`src/rtl/rtg_pkg.sv`:
```
package rtg_pkg;
   localparam int RTG_CNT_W_DEF = 8;
   localparam int RTG_PRE_W_DEF = 3;

   function automatic int rtg_period(input int divisor, input int pre_w);
      return (divisor + 1) * (1 << pre_w);
   endfunction
endpackage

```
`src/rtl/rtg_prescale.sv`:
```
module rtg_prescale #(
   parameter int PRE_W = 3
) (
   input  logic clk,
   input  logic rst,
   output logic tc
);
   generate
      if (PRE_W == 0) begin : g_bypass
         assign tc = 1'b1;
      end else begin : g_count
         logic [PRE_W-1:0] pre_q;
         always_ff @(posedge clk) begin
            if (rst) pre_q <= '0;
            else     pre_q <= pre_q + 1'b1;
         end
         assign tc = &pre_q;
      end
   endgenerate
endmodule

```
`src/rtl/rtg_reload_reg.sv`:
```
module rtg_reload_reg #(
   parameter int               CNT_W   = 8,
   parameter logic [CNT_W-1:0] RST_VAL = '0
) (
   input  logic             clk,
   input  logic             rst,
   input  logic             wr_en,
   input  logic [CNT_W-1:0] wr_data,
   output logic [CNT_W-1:0] value_q
);
   always_ff @(posedge clk) begin
      if (rst)        value_q <= RST_VAL;
      else if (wr_en) value_q <= wr_data;
   end
endmodule

```
`src/rtl/rtg_down_counter.sv`:
```
module rtg_down_counter #(
   parameter int CNT_W = 8
) (
   input  logic             clk,
   input  logic             rst,
   input  logic             step,
   input  logic [CNT_W-1:0] load_val,
   output logic [CNT_W-1:0] cnt_q,
   output logic             wrap
);
   localparam logic [CNT_W-1:0] ZERO = '0;

   assign wrap = step && (cnt_q == ZERO);

   always_ff @(posedge clk) begin
      if (rst)       cnt_q <= ZERO;
      else if (wrap) cnt_q <= load_val;
      else if (step) cnt_q <= cnt_q - 1'b1;
   end
endmodule

```
`src/rtl/rate_tick_gen.sv`:
```
module rate_tick_gen #(
   parameter int CNT_W = rtg_pkg::RTG_CNT_W_DEF,
   parameter int PRE_W = rtg_pkg::RTG_PRE_W_DEF
) (
   input  logic             clk,
   input  logic             rst,
   input  logic             wr_en,
   input  logic [CNT_W-1:0] wr_data,
   output logic [CNT_W-1:0] rd_data,
   output logic             tick
);
   generate
      if (CNT_W < 2 || CNT_W > 32) begin : g_bad_cnt_w
         $error("rate_tick_gen: CNT_W must lie in 2..32");
      end
      if (PRE_W < 0 || PRE_W > 16) begin : g_bad_pre_w
         $error("rate_tick_gen: PRE_W must lie in 0..16");
      end
   endgenerate

   logic             pre_tc;
   logic             wrap;
   logic [CNT_W-1:0] reload_q;
   logic [CNT_W-1:0] cnt_q;

   rtg_prescale #(.PRE_W(PRE_W)) u_pre (
      .clk (clk),
      .rst (rst),
      .tc  (pre_tc)
   );

   rtg_reload_reg #(.CNT_W(CNT_W), .RST_VAL('0)) u_reload (
      .clk     (clk),
      .rst     (rst),
      .wr_en   (wr_en),
      .wr_data (wr_data),
      .value_q (reload_q)
   );

   rtg_down_counter #(.CNT_W(CNT_W)) u_cnt (
      .clk      (clk),
      .rst      (rst),
      .step     (pre_tc),
      .load_val (reload_q),
      .cnt_q    (cnt_q),
      .wrap     (wrap)
   );

   always_ff @(posedge clk) begin
      if (rst) tick <= 1'b0;
      else     tick <= wrap;
   end

   assign rd_data = cnt_q;
endmodule

```
`config.mk`:
```
export PLATFORM = sky130hd
export DESIGN_NAME = rate_tick_gen
export DESIGN_NICKNAME = d
export VERILOG_FILES = /design/src/rtl/rtg_pkg.sv /design/src/rtl/rtg_prescale.sv /design/src/rtl/rtg_reload_reg.sv /design/src/rtl/rtg_down_counter.sv /design/src/rtl/rate_tick_gen.sv
export SDC_FILE = /design/constraint.sdc
export NUM_CORES = 1
export LEC_CHECK = 0
export BUFFER_PORTS_ARGS = -buffer_cell sky130_fd_sc_hd__buf_2
export CAP_MARGIN = 20
export CORE_MARGIN = 2
export CORE_UTILIZATION = 54
export CTS_BUF_LIST = sky130_fd_sc_hd__clkbuf_8
export DETAILED_ROUTE_END_ITERATION = 7
export MAX_ROUTING_LAYER = met4
export PLACE_DENSITY = 0.8
export SYNTH_ARGS = -nofsm -noshare
export SYNTH_HDL_FRONTEND = slang
export SYNTH_SLANG_ARGS = --single-unit
```
`constraint.sdc`:
```
create_clock -name clk -period 2.4 [get_ports clk]
set_clock_uncertainty 0.2 [all_clocks]
set_input_delay 0.24 -clock clk [delete_from_list [all_inputs] [get_ports clk]]
set_output_delay 0.24 -clock clk [all_outputs]
set_load 0.01 [all_outputs]
```
Yosys cells after proc, flatten, opt, wreduce, memory -nomap -nowiden
Cells that the tools add are included.
- bits in registers: 20
- output and inout port bits: 9
- input port bits: 11
- logic and storage cells: 12
- mux-type cells: 2
- reduce and logical (&&, ||, !) cells: 4
- add/sub/neg operators: 2
- operators by type and width (kind ; number):
    8-bit 2-to-1 mux ; 2
    8-bit zero test ; 1
    8-bit by 1-bit subtractor with 8-bit output, second input constant ; 1
    3-bit by 1-bit adder with 3-bit output, second input constant ; 1
    3-bit AND reduction ; 1
    2-bit nonzero test ; 1
    1-bit logical AND ; 1

Longest topological paths before layout
- depth after elaboration: 3
- mapped depth: 7
- gate-level depth less buffers: 6

Hierarchy
From an unflattened synthesis, not the netlist that was laid out.
- cells, all modules: 101
- area total of the unflattened synthesis: 942.2 um^2
- by module, submodules not included (module ; area each (um^2) ; cells an instance ; sequential area each (um^2) ; instances):
    rtg_down_counter ; 521.8 ; 65 ; 160.2 ; 1
    rtg_reload_reg ; 285.3 ; 26 ; 160.2 ; 1
    rtg_prescale ; 101.3 ; 8 ; 60.1 ; 1
    rate_tick_gen ; 33.8 ; 2 ; 20.0 ; 1

Worst setup path before layout
Ideal clock, no wire load.
- path kind: reg2reg
- start: register u_pre.g_count.pre_q[0]
- end: register u_cnt.cnt_q[1]
- setup time: 0.088 ns
- buffers on the path: 1
- clock period less this slack: 1.976 ns
- data required time: 2.112 ns
- stages on the path, launching flop included: 8
- path slack: 0.424 ns
- arrival: 1.688 ns
- path through: dfxtp_1 > ha_1 > ha_1 > nand2_1 > or3_4 > buf_6 > and2_4 > o32ai_2
- longest elaborated chain between the ends: 3
- elaborated cells between the ends (all ways): 4
- those cells by class: 1 x mux; 3 x reduce/logical
- RTL lines (item ; RTL line ; RTL):
    start: declaration ; rtg_prescale.sv:12 ; logic [PRE_W-1:0] pre_q;
    start signal: assignment ; rtg_prescale.sv:15 ; else pre_q <= pre_q + 1'b1;
    3-bit AND reduction * ; rtg_prescale.sv:17 ; assign tc = &pre_q;
    1-bit logical AND ; rtg_down_counter.sv:13 ; assign wrap = step && (cnt_q == ZERO);
    8-bit 2-to-1 mux / 2-bit nonzero test (equally long branches) ; n/a ;
    end signal: assignment ; rtg_down_counter.sv:17 ; else if (wrap) cnt_q <= load_val;
    end signal: assignment ; rtg_down_counter.sv:18 ; else if (step) cnt_q <= cnt_q - 1'b1;
    end: declaration ; rtg_down_counter.sv:8 ; output logic [CNT_W-1:0] cnt_q,
Mark *: on every way between the ends. The rest lies on a longest branch, timed or not.
A chain may end at the register's enable or synchronous reset.

Final worst setup path
Ends and elaborated chain as after synthesis.

==> run_results.csv <==
group,metric,value,unit
status,outcome,"finished clean",
global_route,grt_overflow,0,
cts,clock-root-buffer,"clkbuf_8",
critical_path,arrival,2080,ps
cts,cts-buffers-inserted,3,
yosys,synth_top_area_share,45.5,%
cts,ctsHoldBuffers,0,
placement,place_area,962,µm²
yosys,synth_largest_area_cell,"dfxtp_1",
placement,place_congestion,0.808,
cts,post_cts_resized,0,
timing,period_needed,2100,ps
die,die_w,44.4,µm
timing,tns,0,ps
drt,wl_per_cell,12.4,µm
die,initial_core_util,57.8,%
placement,io_buffers,19,
cts,clk_pin_slew,70,ps
finish,diodes,0,
yosys,post-synth-top-count-cell,"dfxtp_1",
timing,rsz0062_at_grt,"no",
timing,worstMarginPinSlew,366,ps
critical_path,crit_fanout,9,
drt,totalWireLength,1560,µm
yosys,netlist_area,881,µm²
power,power_leakage,0.478,nW
yosys,ys_warn_count,0,
global_route,grt_max_degree,22,
power,ir_worst_vdd,460,µV
cts,clock-sinks,20,
cts,cts_buffer_depth,2,
timing,drv_slew,0,
timing,relSlewSlack,75.6,%
finish,seq_area,400,µm²
drt,via_per_inst,5.52,
flow_run,maxCapViolCount,0,
yosys,synthArstFlopShare,0,%
timing,fmax,476,MHz
finish,drive_gt1_share,27.3,%
yosys,synth_top_flop_cell,"dfxtp_1",
critical_path,critPathLaunchType,"flip-flop",
yosys,syn_nets,106,
drt,vias,696,
drt,drt-pass1-iter-count,4,
yosys,syn-instance-count,92,
yosys,yosys-top-cells-count,"dfxtp_1 (20), nor2_1 (17), mux2i_1 (9)",
placement,pre_cts_ws,324,ps
critical_path,path_class,"reg2reg",
cts,clk_latency,260,ps
timing,fin_crit_sh,87.5,%
finish,area_delta_synth_final,17.3,%
finish,multiInputGateArea,439,µm²
critical_path,reg2reg_slack,300,ps
yosys,yosys_register_bits,20,
critical_path,cp.required,2380,ps
cts,htree_levels,1,
drt,antenna_left,0,
drt,post-route-drc-count,0,
die,core_area,0.00152,mm²
die,ios,20,
global_route,grt_pass1_wl,2530,µm
timing,worst_slack,301,ps
critical_path,critPathCaptureType,"flip-flop",
yosys,synth-edff-count,0,
die,die_h,44.4,µm
timing,hold_viol_final,0,
cts,post-cts-setup-buffers,0,
global_route,antenna_found_initial,0,
yosys,synth-seq-area-share,45.5,%
min_path,hold_path.class,"in2reg",
yosys,synthTopCellsByArea,"dfxtp_1 (45%), mux2i_1 (10%), nor2_1 (7.2%), ha_1 (4.3%), buf_6 (2.6%)",
placement,dp_hpwl,1120,µm
drt,drt_iter0_drc,16,
die,placementRows,14,
min_path,hold_start,"wr_data[7]",
global_route,grt_usage,19.6,%
timing,setup_viol,0,
global_route,grt_pass1_vias,574,
critical_path,crit_start,"u_pre.g_count.pre_q[0]$_SDFF_PP0_",
finish,design_area,0.00103,mm²
cts,cts_tree,"yes",
finish,finalNetCount,125,
placement,dpl.cell_count,122,
finish,fillCellCount,132,
power,pwr_density_cell,711,mW/mm²
yosys,syn_avg_cell_area,9.57,µm²
die,die-area,0.00197,mm²
finish,final_cells,126,
yosys,ys_types,32,
critical_path,r2r-start,"u_pre.g_count.pre_q[0]$_SDFF_PP0_",
finish,utilization,67.8,%
cells in the final DEF, fill, tap and decap left out:
cell type | synthesis | layout
dfxtp_1 | 20 | 20
buf_2 | 0 | 19
nor2_1 | 17 | 17
mux2i_1 | 9 | 9
nor2b_1 | 3 | 3
nand2_1 | 3 | 3
a21oi_1 | 3 | 3
o21ai_0 | 3 | 3
ha_1 | 3 | 3
clkbuf_8 | 0 | 3
inv_1 | 2 | 2
or3_2 | 2 | 2
nor3_1 | 2 | 2
nand2b_1 | 2 | 2
nor3b_1 | 2 | 2
or3_1 | 1 | 1
o211ai_1 | 1 | 1
o31ai_1 | 1 | 1
or2_2 | 1 | 1
or3_4 | 1 | 1
o2bb2ai_1 | 1 | 1
o31a_2 | 1 | 1
o22ai_1 | 1 | 1
xnor2_1 | 1 | 1
a211oi_1 | 1 | 1
a31oi_1 | 1 | 1
a311oi_1 | 1 | 1
and2_4 | 1 | 1
o32ai_2 | 1 | 1
and2_1 | 1 | 1
a221oi_1 | 1 | 1
bufinv_16 | 0 | 1
sequential cells by signal, indices dropped and copies added (netlist names):
name / cells
u_cnt.cnt_q: 8
u_reload.value_q: 8
tick: 1
u_pre.g_count.pre_q: 3
report_power, final:
part | switching [mW] | internal, mW | total (mW)
clock | 0.115 | 0.223 | 0.338
combinational | 0.0217 | 0.0220 | 0.0437
sequential | 0.00764 | 0.345 | 0.353
total | 0.144 | 0.590 | 0.734
routing by layer:
metal	GRT usage (%)	wire length, µm	vias to the layer above
met5	-	0	-
met3	7.35	106	5
met2	25.6	644	22
li1	-	-	357
met1	24.3	760	312
met4	14.5	51	0
cells by family (layout without fill, tap and decap cells):
| logic type | Yosys count | after routing | synth area share, % |
|---|---|---|---|
| and+or+nand+nor | 36 | 36 | 21.0 |
| DFF | 20 | 20 | 45.5 |
| AOI/OAI and AO/OA | 16 | 16 | 13.4 |
| muxes | 9 | 9 | 10.2 |
| buffers and inverters | 7 | 25 | 4.69 |
| adders and majority gates | 3 | 3 | 4.26 |
| xor gates and xnor gates | 1 | 1 | 0.994 |
through the flow:
step	total power [mW]	hold slack [ps]
6_report	0.734	4.97
5_1_grt	0.759	7.27
4_1_cts	0.739	7.07
3_5_place_dp	0.404	213
3_3_place_gp	0.402	207
2_1_floorplan	0.390	187
layout make-up:
cell class                      instances  share of cell area, %
Clock buffer                            3                   4.00
Sequential cell                        20                   38.7
Tap cell                               16                   1.94
Clock inverter                          1                   2.91
Multi-Input combinational cell         65                   42.5
Inverter                                2                  0.726
Timing Repair Buffer                   19                   9.20
critical path, stage by stage, from the launching register on:
cell     delay (ps)
dfxtp_1         330
ha_1            150
ha_1            260
nand2_1         230
or3_4           500
and2_4          180
o32ai_2         170
final timing paths:
kind	endpoint	cells after the start
max	u_cnt.cnt_q[1]$_SDFFE_PP0P_	6
min	u_reload.value_q[7]$_SDFFE_PP0P_	3
max reg2reg	u_cnt.cnt_q[1]$_SDFFE_PP0P_	6
min reg2reg	u_pre.g_count.pre_q[0]$_SDFF_PP0_	1
No activity file was read; power rests on OpenSTA's default activity.
